File: src/rtl/serrx_pkg.sv
package serrx_pkg;

  typedef enum logic [1:0] {
    MODE_ASYNC   = 2'd0,
    MODE_SMASTER = 2'd1,
    MODE_SSLAVE  = 2'd2
  } rx_mode_e;

  typedef struct packed {
    logic       ferr;
    logic       bit8;
    logic [7:0] data;
  } rx_char_t;

  localparam int CS_PORT_EN = 7;
  localparam int CS_NINE    = 6;
  localparam int CS_ONE     = 5;
  localparam int CS_CONT    = 4;
  localparam int CS_FERR    = 2;
  localparam int CS_OERR    = 1;
  localparam int CS_BIT8    = 0;

endpackage

File: src/rtl/serrx_sync.sv
module serrx_sync #(
  parameter int   STAGES  = 2,
  parameter logic RST_VAL = 1'b1
) (
  input  logic clk,
  input  logic rst_n,
  input  logic d,
  output logic q
);
  logic [STAGES-1:0] chain_q;

  always_ff @(posedge clk or negedge rst_n) begin
    if (!rst_n) chain_q <= {STAGES{RST_VAL}};
    else        chain_q <= {chain_q[STAGES-2:0], d};
  end

  assign q = chain_q[STAGES-1];
endmodule

File: src/rtl/serrx_fifo.sv
module serrx_fifo #(
  parameter int DEPTH = 2,
  parameter int W     = 10
) (
  input  logic         clk,
  input  logic         rst_n,
  input  logic         push,
  input  logic [W-1:0] din,
  input  logic         pop,
  output logic [W-1:0] dout,
  output logic         empty,
  output logic         full
);
  localparam int PW = (DEPTH > 1) ? $clog2(DEPTH) : 1;
  localparam int CW = $clog2(DEPTH + 1);

  logic [W-1:0]  mem [DEPTH];
  logic [PW-1:0] wr_q, wr_d, rd_q, rd_d;
  logic [CW-1:0] cnt_q, cnt_d;
  logic          do_push, do_pop;

  assign full    = (cnt_q == CW'(DEPTH));
  assign empty   = (cnt_q == '0);
  assign do_push = push && !full;
  assign do_pop  = pop && !empty;

  always_comb begin
    wr_d  = wr_q;
    rd_d  = rd_q;
    cnt_d = cnt_q;
    if (do_push) wr_d = (wr_q == PW'(DEPTH - 1)) ? '0 : wr_q + PW'(1);
    if (do_pop)  rd_d = (rd_q == PW'(DEPTH - 1)) ? '0 : rd_q + PW'(1);
    if (do_push && !do_pop)      cnt_d = cnt_q + CW'(1);
    else if (do_pop && !do_push) cnt_d = cnt_q - CW'(1);
  end

  always_ff @(posedge clk or negedge rst_n) begin
    if (!rst_n) begin
      wr_q  <= '0;
      rd_q  <= '0;
      cnt_q <= '0;
    end else begin
      wr_q  <= wr_d;
      rd_q  <= rd_d;
      cnt_q <= cnt_d;
    end
  end

  always_ff @(posedge clk) begin
    if (do_push) mem[wr_q] <= din;
  end

  assign dout = mem[rd_q];
endmodule

File: src/rtl/serrx_engine.sv
module serrx_engine
  import serrx_pkg::*;
#(
  parameter int OVS = 16
) (
  input  logic       clk,
  input  logic       rst_n,
  input  logic       tick,
  input  rx_mode_e   mode,
  input  logic       en,
  input  logic       inhibit,
  input  logic       nine,
  input  logic       dt_s,
  input  logic       ck_rise,
  output logic       done,
  output logic [8:0] word,
  output logic       ferr,
  output logic       ck_out
);
  localparam int CW   = $clog2(OVS);
  localparam int HALF = OVS / 2;

  typedef enum logic [1:0] {ST_IDLE, ST_START, ST_DATA, ST_STOP} st_e;

  st_e           state_q, state_d;
  logic [CW-1:0] tcnt_q, tcnt_d;
  logic [3:0]    idx_q, idx_d;
  logic [8:0]    word_q, word_d;
  logic          ck_q, ck_d, ferr_q, ferr_d, done_q, done_d, dt_prev_q;
  logic          last_bit;

  assign last_bit = (idx_q == (nine ? 4'd8 : 4'd7));

  always_comb begin
    state_d = state_q;
    tcnt_d  = tcnt_q;
    idx_d   = idx_q;
    word_d  = word_q;
    ck_d    = ck_q;
    ferr_d  = ferr_q;
    done_d  = 1'b0;
    if (!en) begin
      state_d = ST_IDLE;
      ck_d    = 1'b0;
    end else begin
      unique case (state_q)
        ST_IDLE: begin
          if (!inhibit) begin
            tcnt_d = '0;
            idx_d  = '0;
            word_d = '0;
            ck_d   = 1'b0;
            if (mode == MODE_ASYNC) begin
              if (dt_prev_q && !dt_s) state_d = ST_START;
            end else begin
              state_d = ST_DATA;
            end
          end
        end
        ST_START: begin
          if (tick) begin
            if (tcnt_q == CW'(HALF - 1)) begin
              tcnt_d  = '0;
              state_d = dt_s ? ST_IDLE : ST_DATA;
            end else begin
              tcnt_d = tcnt_q + CW'(1);
            end
          end
        end
        ST_DATA: begin
          if (mode == MODE_ASYNC) begin
            if (tick) begin
              if (tcnt_q == CW'(OVS - 1)) begin
                tcnt_d        = '0;
                word_d[idx_q] = dt_s;
                if (last_bit) state_d = ST_STOP;
                else          idx_d   = idx_q + 4'd1;
              end else begin
                tcnt_d = tcnt_q + CW'(1);
              end
            end
          end else if (mode == MODE_SMASTER) begin
            if (tick) begin
              if (!ck_q) begin
                ck_d = 1'b1;
              end else begin
                ck_d          = 1'b0;
                word_d[idx_q] = dt_s;
                if (last_bit) begin
                  done_d  = 1'b1;
                  ferr_d  = 1'b0;
                  state_d = ST_IDLE;
                end else begin
                  idx_d = idx_q + 4'd1;
                end
              end
            end
          end else begin
            if (ck_rise) begin
              word_d[idx_q] = dt_s;
              if (last_bit) begin
                done_d  = 1'b1;
                ferr_d  = 1'b0;
                state_d = ST_IDLE;
              end else begin
                idx_d = idx_q + 4'd1;
              end
            end
          end
        end
        ST_STOP: begin
          if (tick) begin
            if (tcnt_q == CW'(OVS - 1)) begin
              done_d  = 1'b1;
              ferr_d  = !dt_s;
              state_d = ST_IDLE;
            end else begin
              tcnt_d = tcnt_q + CW'(1);
            end
          end
        end
        default: state_d = ST_IDLE;
      endcase
    end
  end

  always_ff @(posedge clk or negedge rst_n) begin
    if (!rst_n) begin
      state_q   <= ST_IDLE;
      tcnt_q    <= '0;
      idx_q     <= '0;
      word_q    <= '0;
      ck_q      <= 1'b0;
      ferr_q    <= 1'b0;
      done_q    <= 1'b0;
      dt_prev_q <= 1'b1;
    end else begin
      state_q   <= state_d;
      tcnt_q    <= tcnt_d;
      idx_q     <= idx_d;
      word_q    <= word_d;
      ck_q      <= ck_d;
      ferr_q    <= ferr_d;
      done_q    <= done_d;
      dt_prev_q <= dt_s;
    end
  end

  assign done   = done_q;
  assign word   = word_q;
  assign ferr   = ferr_q;
  assign ck_out = ck_q;
endmodule

File: src/rtl/serrx_top.sv
module serrx_top
  import serrx_pkg::*;
#(
  parameter int OVS        = 16,
  parameter int BUF_DEPTH  = 2,
  parameter int SYNC_STAGE = 2
) (
  input  logic       clk,
  input  logic       rst_n,
  input  logic       sample_tick,
  input  logic       cfg_sync,
  input  logic       cfg_master,
  input  logic       ctl_wr,
  input  logic [7:0] ctl_wdata,
  output logic [7:0] ctl_rdata,
  input  logic       rd_strobe,
  output logic       rd_valid,
  output logic [7:0] rd_data,
  input  logic       dt_in,
  input  logic       ck_in,
  output logic       ck_out,
  output logic       ck_oe,
  output logic       pins_serial
);
  localparam int CHAR_W = $bits(rx_char_t);

  logic     port_en_q, port_en_d, nine_q, nine_d, one_q, one_d;
  logic     cont_q, cont_d, oerr_q, oerr_d;
  rx_mode_e mode;
  logic     rx_en, dt_s, ck_s, ck_prev_q, ck_rise;
  logic     char_done, eng_ferr, eng_ck;
  logic [8:0] eng_word;
  logic     buf_push, buf_pop, buf_empty, buf_full, ovf;
  rx_char_t buf_din, head;
  logic     unused_wbits;

  assign unused_wbits = ^ctl_wdata[3:0];

  assign mode = !cfg_sync ? MODE_ASYNC : (cfg_master ? MODE_SMASTER : MODE_SSLAVE);
  assign rx_en = port_en_q && ((mode == MODE_SMASTER) ? (cont_q || one_q) : cont_q);

  serrx_sync #(.STAGES(SYNC_STAGE), .RST_VAL(1'b1)) u_dt_sync (
    .clk(clk), .rst_n(rst_n), .d(dt_in), .q(dt_s));
  serrx_sync #(.STAGES(SYNC_STAGE), .RST_VAL(1'b0)) u_ck_sync (
    .clk(clk), .rst_n(rst_n), .d(ck_in), .q(ck_s));

  always_ff @(posedge clk or negedge rst_n) begin
    if (!rst_n) ck_prev_q <= 1'b0;
    else        ck_prev_q <= ck_s;
  end
  assign ck_rise = ck_s && !ck_prev_q;

  serrx_engine #(.OVS(OVS)) u_engine (
    .clk(clk), .rst_n(rst_n), .tick(sample_tick), .mode(mode), .en(rx_en),
    .inhibit(oerr_q), .nine(nine_q), .dt_s(dt_s), .ck_rise(ck_rise),
    .done(char_done), .word(eng_word), .ferr(eng_ferr), .ck_out(eng_ck));

  assign ovf      = char_done && buf_full && !oerr_q;
  assign buf_push = char_done && !buf_full && !oerr_q;
  assign buf_pop  = rd_strobe && !buf_empty;
  assign buf_din  = '{ferr: eng_ferr, bit8: nine_q & eng_word[8], data: eng_word[7:0]};

  serrx_fifo #(.DEPTH(BUF_DEPTH), .W(CHAR_W)) u_buf (
    .clk(clk), .rst_n(rst_n), .push(buf_push), .din(buf_din), .pop(buf_pop),
    .dout(head), .empty(buf_empty), .full(buf_full));

  always_comb begin
    port_en_d = port_en_q;
    nine_d    = nine_q;
    one_d     = one_q;
    cont_d    = cont_q;
    oerr_d    = oerr_q;
    if (ovf) oerr_d = 1'b1;
    if (char_done && (mode == MODE_SMASTER) && !cont_q) one_d = 1'b0;
    if (ctl_wr) begin
      port_en_d = ctl_wdata[CS_PORT_EN];
      nine_d    = ctl_wdata[CS_NINE];
      one_d     = ctl_wdata[CS_ONE];
      cont_d    = ctl_wdata[CS_CONT];
      if (!ctl_wdata[CS_CONT]) oerr_d = 1'b0;
    end
  end

  always_ff @(posedge clk or negedge rst_n) begin
    if (!rst_n) begin
      port_en_q <= 1'b0;
      nine_q    <= 1'b0;
      one_q     <= 1'b0;
      cont_q    <= 1'b0;
      oerr_q    <= 1'b0;
    end else begin
      port_en_q <= port_en_d;
      nine_q    <= nine_d;
      one_q     <= one_d;
      cont_q    <= cont_d;
      oerr_q    <= oerr_d;
    end
  end

  always_comb begin
    ctl_rdata             = '0;
    ctl_rdata[CS_PORT_EN] = port_en_q;
    ctl_rdata[CS_NINE]    = nine_q;
    ctl_rdata[CS_ONE]     = one_q;
    ctl_rdata[CS_CONT]    = cont_q;
    ctl_rdata[CS_FERR]    = !buf_empty && head.ferr;
    ctl_rdata[CS_OERR]    = oerr_q;
    ctl_rdata[CS_BIT8]    = !buf_empty && head.bit8;
  end

  assign rd_valid    = !buf_empty;
  assign rd_data     = buf_empty ? 8'h00 : head.data;
  assign pins_serial = port_en_q;
  assign ck_oe       = port_en_q && (mode == MODE_SMASTER);
  assign ck_out      = eng_ck && ck_oe;
endmodule

File: config.mk
export PLATFORM = sky130hd
export DESIGN_NAME = serrx_top
export DESIGN_NICKNAME = d
export VERILOG_FILES = /design/src/rtl/serrx_pkg.sv /design/src/rtl/serrx_sync.sv /design/src/rtl/serrx_fifo.sv /design/src/rtl/serrx_engine.sv /design/src/rtl/serrx_top.sv
export SDC_FILE = /design/constraint.sdc
export NUM_CORES = 1
export LEC_CHECK = 0
export ABC_CLOCK_PERIOD_IN_PS = 2100
export BUFFER_PORTS_ARGS = -buffer_cell sky130_fd_sc_hd__buf_4
export CORE_MARGIN = 2
export CORE_UTILIZATION = 57
export CTS_CLUSTER_DIAMETER = 100
export DETAILED_ROUTE_END_ITERATION = 6
export PLACE_DENSITY = 0.79
export SETUP_SLACK_MARGIN = 0.02
export SYNTH_ARGS = -nofsm -noshare
export SYNTH_HDL_FRONTEND = slang
export SYNTH_HIERARCHICAL = 1
export SYNTH_SLANG_ARGS = --single-unit
File: constraint.sdc
create_clock -name clk -period 2.1 [get_ports clk]
set_input_delay 0.42 -clock clk [delete_from_list [all_inputs] [get_ports clk]]
set_output_delay 0.42 -clock clk [all_outputs]
set_load 0.05 [all_outputs]
Yosys cells after proc, flatten, opt, wreduce, memory -nomap -nowiden
Memories as Yosys holds them, arrays and structs flattened.
Cells that the tools add are included.
Widths: inputs -> output; s select.
Word-level totals
  bits in writable memories: 20
  bits of input ports: 17
  flip-flop bits (word level): 37
  memories kept: 1
Memories
  u_buf.mem: words 2, bits a word 10, read ports 1, clocked after memory_dff 0, write ports 1, RTL line serrx_fifo.sv:17  | logic [W-1:0] mem [DEPTH];
Cells by class
  muxes and demuxes: 91
  equal/unequal tests: 39
  reduce and logical (&&, ||, !) cells: 40
  magnitude comparators: 2
  bitwise gates (word level): 1
  $add $sub $neg: 6
Operators with widths (count)
  $mux 9: 8
  $mux 4: 17
  $mux 2: 22
  $ne 3x3->1 const B: 13
  $mux 1: 34
  $ne 4x4->1 const B: 5
  $logic_and 1x1->1: 19
  $pmux 9 s2: 1
  $pmux 4 s4: 1
  $reduce_and 8->1: 2
  $ne 2x2->1 const B: 6
  $reduce_and 12->1: 1
  $ne 5x5->1 const B: 2
  $bwmux 9: 1
  $add 4x1->4 const B: 2
  $logic_not 1->1: 8
  $mux 8: 1
  $pmux 2 s4: 1
  $pmux 4 s2: 1
  $reduce_bool 2->1: 4
  $reduce_and 7->1: 1
  $eq 2x2->1 const B: 3
  $logic_not 2->1: 3
  $pmux 1 s2: 3
  17 further kinds: 20

Longest topological paths before layout
Gate-level depths: netlist of run 1.
  depth in word-level cells: 10
  depth in mapped cells: 9
  mapped depth without buffers: 9

Modules after synthesis
The synthesis of run 1 kept the hierarchy.
Modules (own cells, without submodules)
  serrx_engine: area each 1437.6 µm², cells each 168, times used 1
  serrx_fifo: area each 919.6 µm², cells each 50, times used 1
  serrx_top: area each 406.6 µm², cells each 44, times used 1
  serrx_sync at u_dt_sync: area each 52.6 µm², cells each 2, times used 1
  serrx_sync at u_ck_sync: area each 50.0 µm², cells each 2, times used 1

Least setup slack after synthesis of run 1
No wires, ideal clock.
  kind: reg-to-output
  start: register port_en_q (netlist: pins_serial)
  end: output port ck_out
  cell stages (with the launch flop): 3
  slack: -15 ps
  data arrival time: 1695 ps
  path through: dfrtp_1 -> and3_1 -> and2_1
On the way
  cells in the longest elaborated chain, start to end: 2
Ends and longest elaborated chain
  from (decl): RTL line serrx_top.sv:27  | logic port_en_q, port_en_d, nine_q, nine_d, one_q, one_d;
  from (signal assigned): RTL line serrx_top.sv:92  | port_en_q <= port_en_d;
  $logic_and 1x1->1: RTL line serrx_top.sv:114  | assign ck_oe = port_en_q && (mode == MODE_SMASTER);
  via ck_oe: RTL line serrx_top.sv:22  | output logic ck_oe,
  $logic_and 1x1->1: RTL line serrx_top.sv:115  | assign ck_out = eng_ck && ck_oe;
  to (decl): RTL line serrx_top.sv:21  | output logic ck_out,
The timed path passes the listed nets, and every way through them passes these cells.

==> results.py, run 1 <==
metrics = {
    "outcome": {
        "status": "completed",
    },
    "drt": {
        "vias": 2094,
        "top_layer_used": "met4",
        "drtPass1Iterations": 4,
        "wl_per_cell_um": 14.1,
        "viasPerCell": 5.57,
        "ant_nets": 0,
        "route.met2.wl_um": 2610,
        "wl_met1_um": 2330,
        "wl_met3_um": 270,
        "wl_um": 5310,
        "drcViolationCount": 0,
        "drtIter0Drc": 136,
    },
    "die": {
        "die_h_um": 74.9,
        "start_util": 0.599,
        "pin_count": 37,
        "coreArea_sq_um": 4790,
        "die_area_sq_um": 5610,
        "num_rows": 25,
        "fp.dieW_um": 74.9,
    },
    "sta": {
        "fmax_mhz": 515,
        "final-setup-viol-count": 0,
        "hold_slack_ps": 28.7,
        "min_period_over_period": 0.924,
        "rsz0062_at_grt": "no",
        "fin_crit_ps": 1940,
        "clock_skew_ps": 8.04,
        "final_hold_viol_count": 0,
        "setup-tns-final_ps": 0,
        "slew_viol_final": 0,
        "max-slew-margin-rel": 0.644,
        "worst_slew_pin_slew_ps": 531,
    },
    "setup_path": {
        "r2r_cells": 6,
        "r2r_end": "u_engine/word[5]",
        "end_kind": "output port",
        "path_max_fanout": 11,
        "startpoint_type": "flip-flop",
        "crit_buf_inv": 1,
        "crit_start": "u_buf/rd_q",
        "path_depth": 3,
        "critical-path-top-delay-family": "flip-flops",
        "cp-endpoint": "ctl_rdata[2]",
        "required_ps": 1680,
        "r2r-start": "u_engine/tcnt_q[0]",
        "crit_type": "flip-flop to output port",
        "crit_slowest_cell": "dfrtp_2",
        "crit_arrival_ps": 1520,
        "crit_chain": "mux2_1 -> nor2b_1 -> buf_4",
        "ff2ff_setup_slack_ps": 160,
        "cp_slowest_stage_delay_ps": 520,
    },
    "synth": {
        "synth_xor_xnor_area_share": 0.0153,
        "ys_types": 56,
        "synth_seq_area_share": 0.534,
        "ys_seq_elements": 57,
        "synth_compound_area_frac": 0.159,
        "synthSimpleGateAreaFrac": 0.158,
        "async_reset_ff_frac": 0.649,
        "synth_ff_type": "dfrtp_1",
        "synth-edff-count": 20,
        "syn_nets": 289,
        "syn_area_sq_um": 2870,
        "synth_top_family_by_area": "compound AO/OA/AOI/OAI gates",
        "ys_warn_count": 6,
        "synth_mux_area_frac": 0.0585,
        "synth_adder_area_share": 0.0262,
        "synthCells": 266,
        "syn_area_per_cell_sq_um": 10.8,
    },
    "clock_network": {
        "clock_path_buffers": 2,
        "clk_pin_slew_ps": 70,
        "clkLatencyLatePin_ps": 340,
        "clkSinkCount": 57,
        "tritoncts": "done",
        "cts-buffers-inserted": 9,
        "cts_hold_buf": 0,
        "cts_max_level": 3,
        "cts_root_buffer": "clkbuf_8",
    },
    "global_route": {
        "antenna_found_initial": 0,
        "grt_pass1_wl_um": 8690,
        "grt_pass1_vias": 1954,
        "grt_max_degree": 38,
        "grt_overflow": 0,
        "grt_use_total": 0.210,
    },
    "layout": {
        "drive_above_1_share": 0.236,
        "antennaDiodeCount": 0,
        "area_delta_synth_final_pct": 17.2,
        "num-nets-final": 327,
    },
    "placed_design": {
        "numPortBuffers": 31,
        "hpwl_um": 3800,
        "place.gp.congestion": 0.867,
    },
    "power": {
        "ir_drop_uv": 524,
        "p_leak_nw": 1.47,
        "power_density_nw_per_um2": 743,
    },
    "min_path": {
        "hp-class": "input port to async pin",
    },
    "run": {
        "cap_viol_max_count": 0,
    },
}
## final cells by class
cell class | instances | area (sq um)
clock buffers | 9 | 124
inverters | 14 | 52.6
well taps | 67 | 83.8
multi-input cells | 181 | 1210
repair buffers | 41 | 308
clock inverters | 7 | 46.3
flip-flops and latches | 57 | 1530
fillers | 363 | 1430
## flip-flops by register name, indices dropped and copies added, names as in the netlist, 2 cells and up
register           flops
u_ck_sync/chain_q      2
u_engine/idx_q         4
u_engine/tcnt_q        4
u_buf/mem             20
u_buf/cnt_q            2
u_engine/state_q       2
u_dt_sync/chain_q      2
u_engine/word          9
## synth_stat cells (all sizes together), types with 5 or more instances
master	number	area share
a21oi	16	0.029
buf	13	0.028
dfrtp	34	0.30
edfxtp	20	0.21
ha	6	0.026
inv	14	0.018
mux2	14	0.055
nand2	20	0.027
nor2	10	0.013
nor2b	18	0.039
nor3b	5	0.015
o21ai	35	0.062
## per-stage QoR
stage	setup WS (ps)	power [mW]	instances	cell area [sq um]	utilization
finish	159	2.49	376	3360	0.702
global route	34.2	2.60	376	3360	0.702
CTS	137	2.50	375	3340	0.698
detailed placement	35.0	1.62	359	3170	0.662
global placement	101	1.62	359	3170	0.662
floorplan	132	1.52	266	2870	-
## per-layer routing
layer	GRT usage	vias to the layer above
li1	-	1023
met1	0.258	1005
met2	0.348	56
met3	0.0602	10
met4	0.0893	0
met5	0	-
## cell usage in the layout, fill, tap and decap left out, drive strengths merged, types with 5 or more instances in the layout
cell	Yosys	layout
ha	6	6
mux2	14	14
dfrtp	34	34
nor2	10	10
o21ai	35	35
edfxtp	20	20
inv	14	15
clkbuf	1	9
nor3b	5	5
buf	13	41
nor2b	18	18
a21oi	16	16
nand2	20	20
## logic make-up (layout without fill, tap and decap cells)
kind of cell | Yosys count | count (layout)
other cells | 1 | 1
fa+ha+maj | 6 | 6
xor+xnor | 5 | 5
flops | 57 | 57
buf+inv | 28 | 71
compound gates | 73 | 73
simple gates | 81 | 81
mux | 15 | 15
## power breakdown
| group | internal (mW) | switching [mW] | total [mW] |
|---|---|---|---|
| Sequential | 1.19 | 0.0511 | 1.24 |
| Clock | 0.424 | 0.462 | 0.886 |
| Combinational | 0.149 | 0.216 | 0.364 |
| Total | 1.77 | 0.729 | 2.49 |
## what timing repair did
item,4_1_cts,5_1_grt
pin swaps,0,1
buffers inserted,0,1
gates cloned,0,0
gates resized for setup,1,1
endpoints found under the setup margin,6,7
## how the worst min path moves through the flow
stage | start | to | slack [ps] | cells after the start
floorplan | rst_n | ck_prev_q | 120 | 0
detailed placement | u_ck_sync/chain_q[0] | u_ck_sync/chain_q[1] | 340 | 0
global placement | u_ck_sync/chain_q[0] | u_ck_sync/chain_q[1] | 330 | 0
CTS | rst_n | u_engine/idx_q[3] | 40 | 1
finish | rst_n | u_ck_sync/chain_q[1] | 30 | 1
global route | rst_n | u_engine/idx_q[3] | 70 | 1
No activity file was read; power rests on OpenSTA's default activity.
==> run 2: changes to the inputs <==
- ABC_AREA: unset -> 1
- CORE_MARGIN: 2 -> unset
- CORE_UTILIZATION: 57 -> 58
==> results.py, run 2 <==
metrics = {
    "outcome": {
        "status": "completed",
    },
    "synth": {
        "synth.top_cells.by_area": "dfrtp_1 (27%), edfxtp_1 (19%), nand2_1 (17%)",
        "syn_area_per_cell_sq_um": 7.63,
        "ys_warn_count": 6,
        "synth_ff_type": "dfrtp_1",
        "ys_types": 29,
        "async_reset_ff_frac": 0.649,
        "synth_adder_area_share": 0.0239,
        "ys_seq_elements": 57,
        "synth_top_area_frac": 0.270,
        "synthSimpleGateAreaFrac": 0.332,
        "syn_nets": 435,
        "synth_xor_xnor_area_share": 0.00835,
        "yosysMostFrequentCell": "nand2_1",
        "synth_top_family_by_area": "simple AND/OR/NAND/NOR gates",
        "synth-edff-count": 20,
        "syn_area_sq_um": 3150,
        "synth_compound_area_frac": 0.0394,
        "synth_seq_area_share": 0.486,
        "synthCells": 412,
        "synthTopCellsByCount": "nand2_1 (143), inv_1 (58), nor2_1 (41)",
        "synth_top_area_cell": "dfrtp_1",
        "synth_mux_area_frac": 0,
    },
    "sta": {
        "rsz0062_at_grt": "no",
        "slew_viol_final": 0,
        "max-slew-margin-rel": 0.629,
        "fmax_mhz": 526,
        "hold_slack_ps": 24.8,
        "min_period_over_period": 0.905,
        "final-setup-viol-count": 0,
        "final_hold_viol_count": 0,
        "fin_crit_ps": 1900,
        "worst_slew_pin_slew_ps": 555,
        "finalWorstSetupSlack_ps": 199,
        "setup-tns-final_ps": 0,
        "clock_skew_ps": 5.30,
    },
    "setup_path": {
        "path_max_fanout": 12,
        "required_ps": 1680,
        "ff2ff_setup_slack_ps": 210,
        "crit_type": "flip-flop to output port",
        "crit_arrival_ps": 1480,
        "startpoint_type": "flip-flop",
        "end_kind": "output port",
    },
    "drt": {
        "ant_nets": 0,
        "vias": 2546,
        "wl_per_cell_um": 11.1,
        "viasPerCell": 4.91,
        "drtPass1Iterations": 5,
        "drtIter0Drc": 147,
        "wl_um": 5750,
        "drcViolationCount": 0,
    },
    "global_route": {
        "antenna_found_initial": 0,
        "grt_overflow": 0,
        "grt_use_total": 0.231,
        "grt_pass1_wl_um": 9650,
        "grt_max_degree": 38,
        "grt_pass1_vias": 2245,
    },
    "power": {
        "p_leak_nw": 1.91,
        "ir_drop_uv": 551,
        "power_density_nw_per_um2": 925,
    },
    "layout": {
        "largest_register": "u_buf/mem",
        "num-nets-final": 467,
        "final_common_cell": "nand2_1",
        "drive_above_1_share": 0.174,
        "largest_register_ffs": 20,
        "area_delta_synth_final_pct": 16.3,
        "antennaDiodeCount": 0,
        "final_cell_mix": "nand2_1 (143), inv_1 (57), nor2_1 (41)",
    },
    "die": {
        "coreArea_sq_um": 5170,
        "die_h_um": 75.6,
        "pin_count": 37,
        "fp.dieW_um": 75.6,
        "start_util": 0.608,
        "die_area_sq_um": 5720,
        "num_rows": 26,
    },
    "placed_design": {
        "pre_cts_slack_ps": 189,
        "place.gp.congestion": 0.889,
        "numPortBuffers": 31,
        "hpwl_um": 4170,
    },
    "run": {
        "cap_viol_max_count": 0,
    },
    "clock_network": {
        "clkLatencyLatePin_ps": 340,
        "cts_max_level": 3,
        "clk_pin_slew_ps": 70,
        "cts-buffers-inserted": 9,
        "cts_hold_buf": 0,
        "cts_root_buffer": "clkbuf_8",
        "tritoncts": "done",
        "clkSinkCount": 57,
        "clock_path_buffers": 2,
    },
    "min_path": {
        "hp-class": "input port to async pin",
    },
}
[run 2: cell types whose count changed after synthesis, sizes merged, moves of 3 or more]
cell,delta
nor2b,-18
nand2b,-4
a31oi,-4
o21ai,-19
nand2,+125
nor2,+39
nor3b,-4
and3,-4
a21oi,-11
and2,-3
nand4,+10
nand3,+29
inv,+50
mux2,-14
[run 2: area by class of cell]
class	instances	area, sq um
flip-flops and latches	57	1530
fillers	424	1510
multi-input cells	276	1280
repair buffers	36	295
inverters	64	243
clock buffers	9	124
clock inverters	7	93.8
well taps	70	87.6
[run 2: worst max-delay path, cell delays in order (launching register included)]
cell and delay, ps:
dfrtp_2 510, inv_4 150, nand2_1 60, nand2_1 50
inv_1 40, nor2_1 110, buf_4 220
[run 2: worst paths after layout]
path	from	to	cells after the start
min in group clk	ck_in	u_ck_sync/chain_q[0]	1
max in group asynchronous	rst_n	u_buf/rd_q	1
hold reg to reg	u_ck_sync/chain_q[0]	u_ck_sync/chain_q[1]	0
setup / recovery	u_buf/rd_q	rd_data[2]	6
hold / removal	rst_n	u_engine/state_q[1]	1
setup reg to reg	u_buf/cnt_q[1]	u_buf/mem[0][1]	7
[run 2: kinds of logic (layout without fill, tap and decap cells)]
| kind of cell | after synthesis | count (layout) |
|---|---|---|
| AOI/OAI and AO/OA | 22 | 22 |
| xor gates and xnor gates | 3 | 3 |
| adders and majority gates | 6 | 6 |
| buffers and inverters | 79 | 116 |
| DFF | 57 | 57 |
| other | 1 | 1 |
| and+or+nand+nor | 244 | 244 |
[run 2: repair_timing]
| action | in CTS | in global routing |
|---|---|---|
| buffers inserted | 0 | 0 |
| setup endpoints to repair | 10 | 9 |
| resized for setup | 1 | 2 |
[run 2: routing by layer]
| metal | track usage | up-vias | part of all wire |
|---|---|---|---|
| met2 | 0.384 | 55 | 0.49 |
| met3 | 0.0595 | 7 | 0.047 |
| met1 | 0.288 | 1140 | 0.45 |
| met5 | 0 | - | 0 |
| met4 | 0.0988 | 0 | 0.013 |
| li1 | - | 1344 | - |
[run 2: metrics by stage]
stage / cell area [sq um] / std cells / power, mW / util
final: 3660 / 519 / 3.38 / 0.708
after global routing: 3660 / 519 / 3.57 / 0.708
after CTS: 3660 / 519 / 3.41 / 0.707
after detailed placement: 3440 / 503 / 2.29 / 0.665
after global placement: 3440 / 503 / 2.27 / 0.665
after floorplan: 3160 / 412 / 2.02 / -
[run 2: power breakdown]
| group | switching (mW) | total (mW) | internal, mW |
|---|---|---|---|
| clock network | 0.449 | 1.11 | 0.666 |
| logic | 0.703 | 1.01 | 0.303 |
| registers | 0.0696 | 1.26 | 1.19 |
| total | 1.22 | 3.38 | 2.16 |
==> run 3: changes to the inputs <==
- CORE_UTILIZATION: 58 -> 57
- CTS_CLUSTER_SIZE: unset -> 20
- PLACE_DENSITY: 0.79 -> 0.78
==> results.py, run 3 (synthesis gave the netlist of run 2 again) <==
metrics = {
    "outcome": {
        "status": "completed",
    },
    "setup_path": {
        "crit_buf_inv": 3,
        "crit_chain": "inv_4 -> nand2_1 -> nand2_1 -> inv_1 -> nor2_1 -> buf_4",
        "crit_arrival_ps": 1450,
        "crit_slowest_cell": "dfrtp_2",
        "crit_path_frequent_cell": "nand2_1",
        "crit_type": "flip-flop to output port",
        "required_ps": 1680,
        "startpoint_type": "flip-flop",
        "cp_slowest_stage_delay_ps": 510,
        "path_max_fanout": 12,
        "end_kind": "output port",
        "critical-path-top-delay-family": "flip-flops",
    },
    "layout": {
        "final_cell_mix": "nand2_1 (143), inv_1 (57), nor2_1 (41)",
        "area_delta_synth_final_pct": 14.6,
        "final_cells": 519,
        "largest_register_ffs": 20,
        "final_common_cell": "nand2_1",
        "multi_input_area_sq_um": 1280,
        "antennaDiodeCount": 0,
        "regArea_sq_um": 1530,
        "fin_util": 0.692,
        "num-nets-final": 467,
        "largest_register": "u_buf/mem",
        "nFillCells": 452,
        "drive_above_1_share": 0.167,
    },
    "sta": {
        "final_hold_viol_count": 0,
        "hold_slack_ps": 35.0,
        "fin_crit_ps": 1870,
        "max-slew-margin-rel": 0.618,
        "rsz0062_at_grt": "no",
        "clock_skew_ps": 9.72,
        "fmax_mhz": 534,
        "worst_slew_pin_slew_ps": 571,
        "final-setup-viol-count": 0,
        "slew_viol_final": 0,
        "setup-tns-final_ps": 0,
        "min_period_over_period": 0.891,
    },
    "placed_design": {
        "hpwl_um": 4270,
        "dp_cells": 503,
        "numPortBuffers": 31,
        "place.gp.congestion": 0.899,
    },
    "global_route": {
        "grt_pass1_vias": 2494,
        "grt_pass1_wl_um": 10700,
        "grt_overflow": 0,
        "grt_use_total": 0.232,
        "grt_max_degree": 38,
        "antenna_found_initial": 0,
    },
    "clock_network": {
        "clk_pin_slew_ps": 70,
        "clock_path_buffers": 2,
        "tritoncts": "done",
        "cts_max_level": 3,
        "cts-buffers-inserted": 9,
        "clkSinkCount": 57,
        "clkLatencyLatePin_ps": 340,
        "cts_root_buffer": "clkbuf_8",
        "cts_hold_buf": 0,
    },
    "drt": {
        "wl_um": 5940,
        "drtPass1Iterations": 4,
        "ant_nets": 0,
        "drcViolationCount": 0,
        "wl_per_cell_um": 11.4,
        "viasPerCell": 5.05,
        "vias": 2619,
        "drtIter0Drc": 125,
    },
    "power": {
        "p_leak_nw": 1.89,
        "power_density_nw_per_um2": 866,
        "ir_drop_uv": 622,
    },
    "die": {
        "coreArea_sq_um": 5200,
        "pin_count": 37,
        "fp.dieW_um": 76.3,
        "die_area_sq_um": 5820,
        "num_rows": 26,
        "start_util": 0.604,
        "die_h_um": 76.3,
    },
    "min_path": {
        "hp-class": "input port to async pin",
    },
    "run": {
        "cap_viol_max_count": 0,
    },
}
## run 3: changes by cell type in the layout (fill, tap and decap cells not counted)
cell	delta
clkinv_1	+3
clkinvlp_4	-1
bufinv_16	-2
clkinv_4	+1
inv_6	-1
## run 3: worst reg2reg max path, stage by stage, from the launching register on
cell,delay (ps)
dfrtp_1,400
inv_1,110
nor2_2,60
nor3_1,230
inv_1,80
nor2_2,130
nand2_1,80
inv_1,310
## run 3: per-stage QoR
| step | setup slack, ps | total power [mW] | instance area, sq um |
|---|---|---|---|
| 2_1_floorplan | 92.9 | 2.02 | 3160 |
| 3_3_place_gp | 234 | 2.27 | 3440 |
| 3_5_place_dp | 224 | 2.29 | 3440 |
| 4_1_cts | 77.6 | 3.15 | 3600 |
| 5_1_grt | 101 | 3.29 | 3600 |
| 6_report | 228 | 3.12 | 3600 |
## run 3: where the power goes
| part | leakage (nW) | internal [mW] | total [mW] | switching (mW) |
|---|---|---|---|---|
| Combinational | 1.16 | 0.302 | 1.01 | 0.708 |
| Clock | 0.0815 | 0.412 | 0.849 | 0.436 |
| Sequential | 0.649 | 1.19 | 1.26 | 0.0693 |
## run 3: what timing repair did
item                       CTS  global route
gates resized for setup      1             2
setup buffers                0             0
pin swaps                    0             0
setup endpoints to repair   10            10
## run 3: cell type report
type / instances / share of cell area
flip-flops and latches: 57 / 0.425
multi-input cells: 276 / 0.356
well taps: 70 / 0.0243
clock buffers: 9 / 0.0344
clock inverters: 7 / 0.0104
repair buffers: 36 / 0.0819
inverters: 64 / 0.0674
## run 3: worst paths after layout
check	slack, ps	cells past startpoint	end	from
max in group asynchronous	1710	1	u_buf/rd_q	rst_n
hold / removal	40	1	u_engine/tcnt_q[1]	rst_n
min in group clk	190	1	u_ck_sync/chain_q[0]	ck_in
hold reg to reg	350	0	u_ck_sync/chain_q[1]	u_ck_sync/chain_q[0]
setup reg to reg	340	7	u_buf/mem[0][6]	u_buf/cnt_q[1]
setup / recovery	230	6	rd_data[2]	u_buf/rd_q
## run 3: routing by layer
metal	GRT usage	share of wire	vias to the layer above
li1	-	-	1351
met1	0.291	0.46	1180
met2	0.382	0.48	77
met3	0.0443	0.050	11
met4	0.115	0.011	0
met5	0	0	-
